--- config.mk ---
export PLATFORM = sky130hd
export DESIGN_NAME = dfn_actor_node
export DESIGN_NICKNAME = d
export VERILOG_FILES = /design/src/rtl/dfn_pkg.sv /design/src/rtl/dfn_operand_slot.sv /design/src/rtl/dfn_alu.sv /design/src/rtl/dfn_result_reg.sv /design/src/rtl/dfn_actor_node.sv
export SDC_FILE = /design/constraint.sdc
export NUM_CORES = 1
export LEC_CHECK = 0
export CAP_MARGIN = 10
export CORE_UTILIZATION = 52
export CTS_BUF_LIST = sky130_fd_sc_hd__clkbuf_4 sky130_fd_sc_hd__clkbuf_8 sky130_fd_sc_hd__clkbuf_16
export CTS_CLUSTER_DIAMETER = 80
export DETAILED_ROUTE_END_ITERATION = 6
export PLACE_DENSITY_LB_ADDON = 0.05
export SKIP_CTS_REPAIR_TIMING = 1
export SLEW_MARGIN = 10
export SYNTH_ARGS = -nofsm -noshare
export SYNTH_HDL_FRONTEND = slang
export SYNTH_HIERARCHICAL = 1
export SYNTH_SLANG_ARGS = --single-unit
--- constraint.sdc ---
create_clock -name clk -period 2.3 [get_ports clk]
set_input_delay 0.345 -clock clk [delete_from_list [all_inputs] [get_ports clk]]
set_output_delay 0.345 -clock clk [all_outputs]
set_load 0.01 [all_outputs]
--- src/rtl/dfn_pkg.sv ---
package dfn_pkg;

  typedef enum logic [1:0] {
    ALU_ADD = 2'd0,
    ALU_SUB = 2'd1,
    ALU_MUL = 2'd2
  } alu_op_e;

  typedef enum logic [1:0] {
    DST_LEFT  = 2'd0,
    DST_RIGHT = 2'd1,
    DST_PORT  = 2'd2
  } dst_kind_e;

endpackage

--- src/rtl/dfn_operand_slot.sv ---
module dfn_operand_slot #(
  parameter int          DATA_W  = 8,
  parameter bit          IMM_EN  = 1'b0,
  parameter logic [DATA_W-1:0] IMM_VAL = '0
) (
  input  logic              clk,
  input  logic              rst,
  input  logic              in_valid,
  output logic              in_ready,
  input  logic [DATA_W-1:0] in_data,
  input  logic              consume,
  output logic              present,
  output logic [DATA_W-1:0] value
);

  generate
    if (IMM_EN) begin : g_imm
      // constant operand: always present, never takes a token
      logic imm_unused;
      assign imm_unused = &{1'b0, in_valid, in_data, consume, clk, rst};
      assign in_ready   = 1'b0;
      assign present    = 1'b1;
      assign value      = IMM_VAL;
    end else begin : g_tok
      logic              full_q;
      logic [DATA_W-1:0] val_q;
      logic              take;

      assign take     = in_valid && !full_q;
      assign in_ready = !full_q;
      assign present  = full_q;
      assign value    = val_q;

      always_ff @(posedge clk) begin
        if (rst) begin
          full_q <= 1'b0;
          val_q  <= '0;
        end else if (take) begin
          full_q <= 1'b1;
          val_q  <= in_data;
        end else if (consume) begin
          full_q <= 1'b0;
        end
      end

      // an accepted token fills the slot
      p_accept_fills_r1: assert property (@(posedge clk) disable iff (rst)
        (in_valid && in_ready) |=> (present && value == $past(in_data)));

      // a full slot keeps its token until consumed
      p_slot_holds_r3: assert property (@(posedge clk) disable iff (rst)
        (present && !consume) |=> (present && $stable(value)));

      // a consumed token leaves its slot empty
      p_consume_empties_r2: assert property (@(posedge clk) disable iff (rst)
        consume |=> !present);
    end
  endgenerate

endmodule

--- src/rtl/dfn_alu.sv ---
module dfn_alu #(
  parameter int               DATA_W = 8,
  parameter dfn_pkg::alu_op_e OP     = dfn_pkg::ALU_ADD,
  parameter bit               SIGNED_OPS = 1'b0
) (
  input  logic [DATA_W-1:0] opa,
  input  logic [DATA_W-1:0] opb,
  output logic [DATA_W-1:0] res
);

  localparam int PROD_W = 2 * DATA_W;

  generate
    if (OP == dfn_pkg::ALU_ADD) begin : g_add
      assign res = opa + opb;
    end else if (OP == dfn_pkg::ALU_SUB) begin : g_sub
      assign res = opa - opb;
    end else begin : g_mul
      logic [PROD_W-1:0] prod;
      if (SIGNED_OPS) begin : g_smul
        logic signed [PROD_W-1:0] sprod;
        assign sprod = PROD_W'($signed(opa)) * PROD_W'($signed(opb));
        assign prod  = sprod;
      end else begin : g_umul
        assign prod = PROD_W'(opa) * PROD_W'(opb);
      end
      logic hi_unused;
      assign hi_unused = &{1'b0, prod[PROD_W-1:DATA_W]};
      assign res = prod[DATA_W-1:0];
    end
  endgenerate

endmodule

--- src/rtl/dfn_result_reg.sv ---
module dfn_result_reg #(
  parameter int DATA_W = 8
) (
  input  logic              clk,
  input  logic              rst,
  input  logic              fire,
  input  logic [DATA_W-1:0] res_in,
  output logic              out_valid,
  input  logic              out_ready,
  output logic [DATA_W-1:0] out_data
);

  always_ff @(posedge clk) begin
    if (rst) begin
      out_valid <= 1'b0;
      out_data  <= '0;
    end else if (fire) begin
      out_valid <= 1'b1;
      out_data  <= res_in;
    end else if (out_valid && out_ready) begin
      out_valid <= 1'b0;
    end
  end

  // a waiting result is held unchanged
  p_hold_result_r4: assert property (@(posedge clk) disable iff (rst)
    (out_valid && !out_ready) |=> (out_valid && $stable(out_data)));

  // the handshake removes the result
  p_drain_result_r4: assert property (@(posedge clk) disable iff (rst)
    (out_valid && out_ready) |=> !out_valid);

  // reset empties the output edge
  p_reset_clears_r9: assert property (@(posedge clk)
    $past(rst) |-> !out_valid);

endmodule

--- src/rtl/dfn_actor_node.sv ---
module dfn_actor_node #(
  parameter int                 DATA_W     = 8,
  parameter dfn_pkg::alu_op_e   OP         = dfn_pkg::ALU_ADD,
  parameter bit                 SIGNED_OPS = 1'b0,
  parameter bit                 IMM_A_EN   = 1'b0,
  parameter logic [DATA_W-1:0]  IMM_A      = '0,
  parameter bit                 IMM_B_EN   = 1'b0,
  parameter logic [DATA_W-1:0]  IMM_B      = '0,
  parameter dfn_pkg::dst_kind_e DST_KIND   = dfn_pkg::DST_PORT,
  parameter int                 DST_IDX_W  = 6,
  parameter logic [DST_IDX_W-1:0] DST_IDX  = '0
) (
  input  logic                 clk,
  input  logic                 rst,
  input  logic                 in_a_valid,
  output logic                 in_a_ready,
  input  logic [DATA_W-1:0]    in_a_data,
  input  logic                 in_b_valid,
  output logic                 in_b_ready,
  input  logic [DATA_W-1:0]    in_b_data,
  output logic                 out_valid,
  input  logic                 out_ready,
  output logic [DATA_W-1:0]    out_data,
  output logic [1:0]           out_dst_kind,
  output logic [DST_IDX_W-1:0] out_dst_idx
);

  logic              a_present, b_present;
  logic [DATA_W-1:0] a_val, b_val, alu_res;
  logic              fire;

  assign fire = a_present && b_present && !out_valid;

  dfn_operand_slot #(.DATA_W(DATA_W), .IMM_EN(IMM_A_EN), .IMM_VAL(IMM_A)) u_slot_a (
    .clk(clk), .rst(rst),
    .in_valid(in_a_valid), .in_ready(in_a_ready), .in_data(in_a_data),
    .consume(fire), .present(a_present), .value(a_val)
  );

  dfn_operand_slot #(.DATA_W(DATA_W), .IMM_EN(IMM_B_EN), .IMM_VAL(IMM_B)) u_slot_b (
    .clk(clk), .rst(rst),
    .in_valid(in_b_valid), .in_ready(in_b_ready), .in_data(in_b_data),
    .consume(fire), .present(b_present), .value(b_val)
  );

  dfn_alu #(.DATA_W(DATA_W), .OP(OP), .SIGNED_OPS(SIGNED_OPS)) u_alu (
    .opa(a_val), .opb(b_val), .res(alu_res)
  );

  dfn_result_reg #(.DATA_W(DATA_W)) u_result (
    .clk(clk), .rst(rst), .fire(fire), .res_in(alu_res),
    .out_valid(out_valid), .out_ready(out_ready), .out_data(out_data)
  );

  assign out_dst_kind = DST_KIND;
  assign out_dst_idx  = DST_IDX;

  // a new result only appears after both operands were present
  p_fire_needs_both_r2: assert property (@(posedge clk) disable iff (rst)
    $rose(out_valid) |-> $past(a_present && b_present));

  // a waiting result blocks the next result from overwriting it
  p_static_edge_r10: assert property (@(posedge clk) disable iff (rst)
    (out_valid && !out_ready) |=> $stable(out_data));

endmodule

Word-level counts from Yosys, hierarchy flattened:

Index checks and enable logic that the tools add are counted.

* input port bits: 21
* word-level logic and storage cells: 23
* output and inout bits: 19
* register bits: 27

* $add $sub $neg: 1
* muxes and demuxes: 5
* reduce and logical (&&, ||, !) cells: 11

Operators with widths (count)
* adder 8 bit: 1
* nonzero test 2 bit: 3
* logical AND 1 bit: 5
* two-way mux 1 bit: 5
* zero test 1 bit: 3

Logic depth before layout (Yosys ltp):

Gate-level depths: netlist of run 1.

* depth after elaboration: 4
* mapped depth: 8
* mapped depth without buffers: 8

Modules after synthesis:

Netlist of run 1, hierarchy kept.

By module, submodules not included
* dfn_operand_slot: area an instance 430.4 um2, sequential area each 180.2 um2, cells an instance 39, instances 2
* dfn_alu: area an instance 331.6 um2, sequential area each 0.0 um2, cells an instance 42, instances 1
* dfn_result_reg: area an instance 321.6 um2, sequential area each 180.2 um2, cells an instance 30, instances 1
* dfn_actor_node: area an instance 76.3 um2, sequential area each 0.0 um2, cells an instance 11, instances 1

Worst setup path before layout of run 1:

No wires, ideal clock.

* path type: register to register
* start: register u_slot_a.g_tok.val_q[0] (netlist: u_slot_a/value[0])
* end: register u_result.out_data[6]
* slack: 688 ps
* cell stages (with the launch flop): 9
* setup time: 117 ps
* period minus slack after synthesis: 1612 ps
* arrival time: 1494 ps
* data required time: 2183 ps
* buffers on the path: 0
* cells stage by stage: dfxtp_1 ha_1 inv_1 fa_1 nor2b_4 o31a_1 o311ai_1 mux2i_1 nor2_1

* longest elaborated chain between the ends: 1

Ends and longest elaborated chain
* start, declared: line dfn_operand_slot.sv:26 `logic [DATA_W-1:0] val_q;`
* start signal, assigned: line dfn_operand_slot.sv:40 `val_q <= in_data;`
* adder 8 bit: line dfn_alu.sv:15 `assign res = opa + opb;`
* named net alu_res[6]: line dfn_actor_node.sv:29 `logic [DATA_W-1:0] a_val, b_val, alu_res;`
* end signal, assigned: line dfn_result_reg.sv:19 `out_data <= res_in;`
* end, declared: line dfn_result_reg.sv:10 `output logic [DATA_W-1:0] out_data`

The timed path passes the listed nets, and every way through them passes these cells.
A chain may end at the register's enable or synchronous reset.

Worst setup path after layout of run 1:

* start: register u_slot_a.g_tok.full_q (netlist: u_slot_a/present)
* end: output port in_a_ready

* longest elaborated chain between the ends: 1

Ends and longest elaborated chain
* start, declared: line dfn_operand_slot.sv:25 `logic full_q;`
* start signal, assigned: line dfn_operand_slot.sv:36 `full_q <= 1'b0;`
* start signal, assigned: line dfn_operand_slot.sv:39 `full_q <= 1'b1;`
* start signal, assigned: line dfn_operand_slot.sv:42 `full_q <= 1'b0;`
* zero test 1 bit: line dfn_operand_slot.sv:30 `assign in_ready = !full_q;`
* end, declared: line dfn_actor_node.sv:16 `output logic in_a_ready,`

Every way passes these cells.

==> run_results.csv, run 1 <==
group,metric,value,unit
cells_and_area,num_antenna_cells,0,
run,cap_viol_max_count,0,
cts,cts_root_buffer,"clkbuf_4",
placed_design,portBuffers,31,
worst_setup_path,crit_path_end_kind,"primary output",
worst_setup_path,startpoint,"u_slot_a/present$_SDFFE_PP0P_",
detailed_routing,drt_first_pass_iters,6,
detailed_routing,routed_wl,3.07,mm
logic_synthesis,synth_async_sr_flop_share,0,%
worst_setup_path,worstPathArrival,1440,ps
timing,finalClockSkew,7.55,ps
placed_design,place_hpwl,2.36,mm
floorplanning,core.rowCount,19,
worst_setup_path,worstRegToRegCells,8,
cells_and_area,fin_cells,221,
grt,grt_pass1_wl,5.43,mm
timing,finalSetupTns,0,ps
cells_and_area,fin_nets,220,
grt,overflow,0,
pwr,vdd_drop_max,0.000443,V
floorplanning,die-height,57.3,um
timing,tightestPinTransition,632,ps
detailed_routing,via_count,1220,
cts,numCtsBuffers,3,
worst_setup_path,crit_path_start_kind,"flip-flop",
floorplanning,io_pins,40,
worst_setup_path,required,1960,ps
cts,clkSlewWorstSetupHoldPaths,160,ps
logic_synthesis,syn_inst,161,
logic_synthesis,synth_flop_cell,"dfxtp_1",
floorplanning,start_util,56.2,%
logic_synthesis,ys_ff_latch,27,
cells_and_area,area_growth,19.5,%
worst_setup_path,r2r_setup_slack,510,ps
worst_setup_path,crit_type,"flip-flop to primary output",
min_path,hp-class,"flip-flop to flip-flop",
logic_synthesis,synth_most_common_cell,"dfxtp_1",
cts,cts_tree,"yes",
placed_design,place_inst,217,
pwr,p_per_area,495,nW/um^2
pwr,power,0.940,mW
cts,htreeDepth,1,
placed_design,gp_congestion,0.755,
floorplanning,die_w,57.3,um
worst_setup_path,reg2reg_from,"u_slot_a/value[0]$_SDFFE_PP0P_",
worst_setup_path,crit_path_max_fanout,11,
cts,cts.sinks,27,
floorplanning,die-area,3280,um^2
timing,final-hold-violation-count,0,
cells_and_area,fill_cells,245,
run_status,status,"finished with violations",
grt,grt_pass1_vias,1215,
timing,min_period,1790,ps
cts,cts.path.max_buffers,2,
timing,relSlewSlack,57.9,%
detailed_routing,ant_nets,0,
worst_setup_path,reg2reg_to,"u_result/out_data[6]$_SDFFE_PP0P_",
cts,clock_latency,330,ps
logic_synthesis,yosys.cell_types.count,34,
logic_synthesis,synth_top_area_share,34.0,%
run_status,violations,"DRC",
cells_and_area,fin_util,67.2,%
worst_setup_path,endpoint,"in_a_ready",
pwr,p_leak,0.711,nW
floorplanning,core,2830,um^2
timing,rsz0062_at_grt,"no",
timing,max_freq,559,MHz
timing,slew_violations,0,
grt,grt_max_degree,44,
timing,fin_crit_sh,77.7,%
placed_design,dpl_cell_area,1870,um^2
logic_synthesis,yosys.area.top_type,"dfxtp_1",
detailed_routing,drtIter0Drc,32,
cells_and_area,design_area,1900,um^2
grt,grt.total_usage,21.2,%
logic_synthesis,synth-seq-area-share,34.0,%
timing,setup_violations,0,
detailed_routing,wl_per_cell,13.9,um
logic_synthesis,ys_top_cells_by_count,"dfxtp_1 (27), nand2b_1 (18), nand4bb_1 (16), o21ai_2 (16), nor2_1 (11)",
logic_synthesis,avgSynthCellArea,9.88,um^2
grt,antenna_found_initial,0,
logic_synthesis,syn_area,1590,um^2
detailed_routing,via_per_inst,5.52,
logic_synthesis,synth_edf_count,0,
cells_and_area,drive_above_1_share,13.2,%
logic_synthesis,synthTopCellsByArea,"dfxtp_1 (34%), nand4bb_1 (11%), o21ai_2 (8.8%)",
detailed_routing,drcViolationCount,3,
logic_synthesis,yosys_warnings,6,
[placed cells by master (no fill, tap or decap)]
master	n
clkdlybuf4s50_1	31
dfxtp_1	27
nand2b_1	18
nand4bb_1	16
o21ai_2	16
nor2_1	11
conb_1	8
inv_1	8
mux2i_1	8
ha_1	7
a21oi_1	6
clkbuf_4	3
a211oi_1	3
o211ai_1	3
buf_4	2
xor2_1	2
o21ai_0	2
xnor2_1	2
and2b_4	2
and3b_1	1
clkinvlp_4	1
nand2_1	1
nor3_1	1
o2bb2ai_1	1
nor2b_4	1
o21a_1	1
o31a_1	1
nor2b_1	1
o311ai_0	1
nor3b_1	1
a221oi_1	1
o311ai_1	1
a21o_1	1
fa_1	1
[cells by family (layout without fill, tap and decap cells)]
family	after synthesis	after routing	synth area share, %
DFF	27	27	34.0
and+or+nand+nor	53	53	25.1
muxes	8	8	5.04
buffers and inverters	22	45	8.58
adders and majority gates	8	8	6.77
xor gates and xnor gates	4	4	2.20
AOI/OAI and AO/OA	37	37	17.9
other	2	8	0.472
[where the power goes]
group          total, mW  internal [mW]  switching (mW)
logic              0.214          0.114          0.0996
registers          0.512          0.493          0.0189
clock network      0.215         0.0665           0.148
total              0.940          0.673           0.267
[per-stage QoR]
stage / hold slack [ps] / setup slack [ps]
CTS: 499 / 506
global route: 515 / 345
floorplan: 457 / 688
global placement: 470 / 626
detailed placement: 476 / 544
finish: 497 / 513
[routing by layer]
layer | vias to the layer above | track usage [%] | share of wire, %
met2 | 30 | 36.8 | 49
met5 | - | 0 | 0
met4 | 0 | 5.92 | 1.3
met1 | 563 | 27.4 | 46
li1 | 621 | - | -
met3 | 6 | 3.40 | 3.3
[layout make-up]
class / instances / area (um^2) / area share [%]
Clock inverter: 1 / 7.51 / 0.395
Inverter: 8 / 30.0 / 1.58
Tap cell: 31 / 38.8 / 2.04
Sequential cell: 27 / 541 / 28.4
Multi-Input combinational cell: 118 / 936 / 49.2
Clock buffer: 3 / 22.5 / 1.18
Timing Repair Buffer: 33 / 325 / 17.1
[worst min path at each step]
| stage | from | endpoint | depth (start not counted) |
|---|---|---|---|
| 2_1_floorplan | u_slot_b/value[0]$_SDFFE_PP0P_ | u_slot_b/value[0]$_SDFFE_PP0P_ | 2 |
| 3_3_place_gp | u_slot_a/value[2]$_SDFFE_PP0P_ | u_slot_a/value[2]$_SDFFE_PP0P_ | 2 |
| 3_5_place_dp | u_slot_b/value[4]$_SDFFE_PP0P_ | u_slot_b/value[4]$_SDFFE_PP0P_ | 2 |
| 4_1_cts | u_slot_b/value[4]$_SDFFE_PP0P_ | u_slot_b/value[4]$_SDFFE_PP0P_ | 2 |
| 5_1_grt | u_slot_a/value[4]$_SDFFE_PP0P_ | u_slot_a/value[4]$_SDFFE_PP0P_ | 2 |
| 6_report | u_slot_b/value[4]$_SDFFE_PP0P_ | u_slot_b/value[4]$_SDFFE_PP0P_ | 2 |
[sequential cells by signal (all words and copies together) (netlist names)]
register,cells
u_slot_b/present,1
u_slot_a/value,8
u_result/out_valid,1
u_result/out_data,8
u_slot_b/value,8
u_slot_a/present,1
[critical path, cell delays in order (launching register included)]
cell	delay [ps]
dfxtp_1	370
buf_4	170
inv_1	50
clkdlybuf4s50_1	520
No activity file was read; power rests on OpenSTA's default activity.
==> run 2, diff against run 1 <==
- CORE_UTILIZATION: 52 -> 44
- clock period: 2.3 -> 1.5 ns (I/O delays scaled with it)
==> run 2 against run 1 <==
Against the previous run:
- register-to-register slack worse by 700 ps
- critical path depth up 6
- largest power group unchanged
- combinational power is 72% higher
- clock power is 55% higher
- utilization decreased by 5.4 points
- the flow finishes with violations (setup timing)
- highest routed layer unchanged
- cell count increased by 12%
==> run_results.csv, run 2 (synthesis results as in run 1) <==
group,metric,value,unit
floorplanning,core,3390,um^2
cts,cts_root_buffer,"clkbuf_4",
detailed_routing,ant_nets,0,
timing,finalClockSkew,1.19,ps
floorplanning,io_pins,40,
floorplanning,start_util,46.9,%
detailed_routing,routed_wl,3.12,mm
worst_setup_path,crit_type,"flip-flop to flip-flop",
worst_setup_path,crit_path_end_kind,"flip-flop",
timing,slew_violations,0,
worst_setup_path,cpPeakStageDelay,390,ps
placed_design,portBuffers,31,
grt,overflow,0,
floorplanning,die-height,62.1,um
floorplanning,core.rowCount,21,
cts,cts_tree,"yes",
worst_setup_path,required,1730,ps
floorplanning,die_w,62.1,um
worst_setup_path,worstPathArrival,1920,ps
min_path,hp-class,"input port to flip-flop",
cells_and_area,area_growth,31.6,%
cells_and_area,drive_above_1_share,27.2,%
timing,final-hold-violation-count,0,
cts,cts.sinks,27,
cts,htreeDepth,1,
detailed_routing,wl_per_cell,12.6,um
cts,cts.path.max_buffers,2,
cells_and_area,register_area,549,um^2
detailed_routing,drt_first_pass_iters,4,
placed_design,gp_congestion,0.892,
timing,max_freq,592,MHz
timing,hold_ws,478,ps
detailed_routing,drcViolationCount,0,
timing,fin_crit_sh,113,%
grt,grt_pass1_vias,1265,
cells_and_area,mostFrequentLayoutCell,"clkdlybuf4s50_1",
worst_setup_path,crit_path_max_fanout,3,
worst_setup_path,critical_path.slowest_cell,"dfxtp_2",
pwr,vdd_drop_max,0.000282,V
timing,setup_violations,6,
cells_and_area,multiInputGateArea,992,um^2
cts,clock_latency,320,ps
grt,grt.total_usage,17.7,%
timing,worst_slack,-189,ps
worst_setup_path,critPathTopFamily,"adder cells",
cts,clkSlewWorstSetupHoldPaths,140,ps
worst_setup_path,path_buf_inv,2,
cells_and_area,num_antenna_cells,0,
detailed_routing,via_count,1249,
cells_and_area,fill_cells,308,
cells_and_area,fin_util,61.8,%
detailed_routing,via_per_inst,5.04,
run,cap_viol_max_count,0,
cells_and_area,layout_common_cells,"clkdlybuf4s50_1 (30), dfxtp_1 (20), nand2b_1 (18), nand4bb_1 (16), o21ai_2 (16)",
pwr,p_leak,0.823,nW
floorplanning,die-area,3860,um^2
worst_setup_path,cp_cell_sequence,"ha_4 > inv_2 > fa_2 > nor2b_4 > o31a_1 > buf_4 > a21oi_2 > mux2i_1 > nor2_1",
detailed_routing,drtIter0Drc,55,
grt,grt_pass1_wl,5.50,mm
timing,min_period,1690,ps
grt,grt_max_degree,44,
placed_design,place_hpwl,2.28,mm
grt,antenna_found_initial,0,
run_status,violations,"setup timing",
cts,numCtsBuffers,3,
pwr,p_per_area,712,nW/um^2
timing,rsz0062_at_grt,"yes",
worst_setup_path,crit_path_start_kind,"flip-flop",
run_status,status,"finished with violations",
cells_and_area,fin_nets,232,
run 2: layer usage:
metal | global-route usage, % | routed length (um) | vias to the layer above
met5 | 0 | 0 | -
met4 | 6.10 | 47 | 0
met2 | 31.2 | 1500 | 30
met3 | 2.21 | 93 | 4
met1 | 21.9 | 1480 | 573
li1 | - | - | 642
run 2: final cells by class:
type	instances	area share, %
repair buffers	45	20.7
clock buffers	4	1.43
well taps	46	2.75
multi-input cells	118	47.4
flip-flops and latches	27	26.2
inverters	8	1.43
run 2: power breakdown:
group          internal (mW)  switching [mW]  leakage, nW
Sequential             0.758          0.0306        0.224
Clock                  0.122           0.212       0.0184
Combinational          0.206           0.162        0.581
Total                   1.09           0.404        0.823
run 2: path summary, 6_finish.rpt:
kind                                   from                           endpoint  slack [ps]  depth (start not counted)
max          u_slot_b/value[0]$_SDFFE_PP0P_  u_result/out_data[4]$_SDFFE_PP0P_        -190                          9
max reg2reg  u_slot_b/value[0]$_SDFFE_PP0P_  u_result/out_data[4]$_SDFFE_PP0P_        -190                          9
min reg2reg  u_slot_a/value[6]$_SDFFE_PP0P_     u_slot_a/value[6]$_SDFFE_PP0P_         490                          2
min                            in_b_data[6]     u_slot_b/value[6]$_SDFFE_PP0P_         480                          3
run 2: worst register-to-register path, cell delays in order, from the launching register on:
cell     delay, ps
dfxtp_2        390
ha_4           140
inv_2           40
fa_2           380
nor2b_4        140
o31a_1         180
buf_4          120
a21oi_2         30
mux2i_1        130
nor2_1          50
run 2: per-stage QoR:
stage	power [mW]	TNS, ps	cells	setup WS, ps	instance area [um^2]
floorplan	1.03	-25.8	167	-22.8	1630
global placement	1.15	-256	242	-102	1990
detailed placement	1.15	-432	242	-158	1990
CTS	1.49	-717	246	-185	2020
global route	1.59	-1050	248	-269	2090
finish	1.49	-479	248	-189	2090
==> run 3, diff against run 2 <==
- CORE_UTILIZATION: 44 -> 49
- clock period: 1.5 -> 1.81 ns (I/O delays scaled with it)
==> run 3 against run 2 <==
Against the previous run:
- the flow now finishes without violations
- fmax down 3.4%
- critical path depth shrank 1
- critical endpoint is now u_result/out_data[6]$_SDFFE_PP0P_
- die area fell by 9.9%
- sequential share of layout area increased by 1.4 points
==> run_results.csv, run 3 (synthesis results as in run 1) <==
group,metric,value,unit
worst_setup_path,r2r_setup_slack,60,ps
floorplanning,io_pins,40,
cts,clock_latency,330,ps
worst_setup_path,critical_path.slowest_cell,"dfxtp_1",
cells_and_area,area_growth,23.1,%
cells_and_area,fin_nets,225,
min_path,hp-class,"flip-flop to flip-flop",
cts,cts.sinks,27,
min_path,whs_endpoint,"u_slot_a/value[6]$_SDFFE_PP0P_",
run_status,status,"complete, no violations",
cells_and_area,fin_util,63.6,%
placed_design,gp_congestion,0.779,
placed_design,place_inst,235,
placed_design,portBuffers,31,
cells_and_area,drive_above_1_share,16.4,%
worst_setup_path,crit_path_end_kind,"flip-flop",
cts,cts.path.max_buffers,2,
cells_and_area,num_antenna_cells,0,
cells_and_area,fin_cells,239,
grt,antenna_found_initial,0,
pwr,p_leak,0.742,nW
detailed_routing,drtIter0Drc,42,
worst_setup_path,cp_cell_sequence,"ha_1 > inv_1 > fa_2 > nor2b_4 > o31a_1 > o311ai_1 > mux2i_1 > nor2_1",
floorplanning,start_util,51.7,%
worst_setup_path,crit_path_max_fanout,3,
worst_setup_path,required,2080,ps
worst_setup_path,critPathTopFamily,"compound AO/OA/AOI/OAI gates",
timing,final-hold-violation-count,0,
detailed_routing,via_count,1239,
timing,min_period,1750,ps
grt,grt_max_degree,40,
timing,worst_slack,61.7,ps
timing,setup_violations,0,
worst_setup_path,cpPeakStageDelay,340,ps
worst_setup_path,path_depth,8,
floorplanning,die_w,59.0,um
timing,rsz0062_at_grt,"yes",
detailed_routing,routed_wl,2.95,mm
detailed_routing,drcViolationCount,0,
pwr,vdd_drop_max,0.000324,V
timing,fin_crit_sh,96.6,%
placed_design,place_hpwl,2.31,mm
worst_setup_path,worstPathArrival,2020,ps
floorplanning,die-height,59.0,um
detailed_routing,drt_first_pass_iters,4,
min_path,holdPathStages,2,
timing,finalClockSkew,11.3,ps
min_path,min_from,"u_slot_a/value[6]$_SDFFE_PP0P_",
floorplanning,core,3080,um^2
floorplanning,core.rowCount,20,
grt,grt.total_usage,19.2,%
worst_setup_path,crit_path_start_kind,"flip-flop",
pwr,power,1.20,mW
worst_setup_path,path_buf_inv,1,
cells_and_area,layout_common_cells,"clkdlybuf4s50_1 (31), dfxtp_1 (26), nand2b_1 (18), nand4bb_1 (16), o21ai_2 (16)",
timing,finalSetupTns,0,ps
detailed_routing,wl_per_cell,12.3,um
cts,clkSlewWorstSetupHoldPaths,150,ps
timing,max_freq,572,MHz
timing,slew_violations,0,
grt,grt_pass1_wl,4.98,mm
grt,overflow,0,
cts,numCtsBuffers,3,
worst_setup_path,reg2reg_from,"u_slot_a/value[0]$_SDFFE_PP0P_",
cts,cts_tree,"yes",
cts,htreeDepth,1,
cts,cts_root_buffer,"clkbuf_4",
worst_setup_path,worstRegToRegCells,8,
run,cap_viol_max_count,0,
detailed_routing,ant_nets,0,
worst_setup_path,reg2reg_to,"u_result/out_data[6]$_SDFFE_PP0P_",
cells_and_area,mostFrequentLayoutCell,"clkdlybuf4s50_1",
worst_setup_path,crit_type,"flip-flop to flip-flop",
detailed_routing,via_per_inst,5.18,
pwr,p_per_area,614,nW/um^2
grt,grt_pass1_vias,1117,
placed_design,preCtsSetupSlack,69.7,ps
floorplanning,die-area,3480,um^2
==> run 3: metal layers <==
metal | GRT usage (%) | wire length (um)
met5 | 0 | 0
met3 | 2.18 | 113
met4 | 8.16 | 23
met2 | 32.8 | 1450
met1 | 24.4 | 1360
==> run 3: tightest hold or removal path, delay by kind of cell (launching register included) <==
kind	cells	cell delay [ps]
DFF	1	340
AOI/OAI and AO/OA	1	50
and+or+nand+nor	1	90
==> run 3: layout make-up <==
cell class                 instances  area [um^2]
timing repair buffer              38          363
clock buffer                       4         30.0
tap                               44         55.1
sequential                        27          542
multi-input combinational        118          938
inverter                           8         30.0
fill                             284         1120
==> run 3: report_power, final <==
group          internal [mW]  total [mW]  switching (mW)
Combinational          0.152       0.278           0.126
Sequential             0.627       0.648          0.0215
Clock                  0.101       0.276           0.174
==> run 3: worst max-delay path by stage <==
stage                                   startpoint                                 to
finish              u_slot_a/value[0]$_SDFFE_PP0P_  u_result/out_data[6]$_SDFFE_PP0P_
floorplan           u_slot_a/value[0]$_SDFFE_PP0P_  u_result/out_data[6]$_SDFFE_PP0P_
global route        u_slot_a/value[1]$_SDFFE_PP0P_  u_result/out_data[5]$_SDFFE_PP0P_
detailed placement  u_slot_a/value[1]$_SDFFE_PP0P_  u_result/out_data[5]$_SDFFE_PP0P_
global placement    u_slot_a/value[0]$_SDFFE_PP0P_  u_result/out_data[6]$_SDFFE_PP0P_
CTS                 u_slot_a/value[1]$_SDFFE_PP0P_  u_result/out_data[5]$_SDFFE_PP0P_
==> run 3: per-stage QoR <==
step,cell area [um^2],hold slack [ps]
global route,1960,514
floorplan,1610,443
global placement,1920,469
CTS,1950,497
finish,1960,499
detailed placement,1920,475
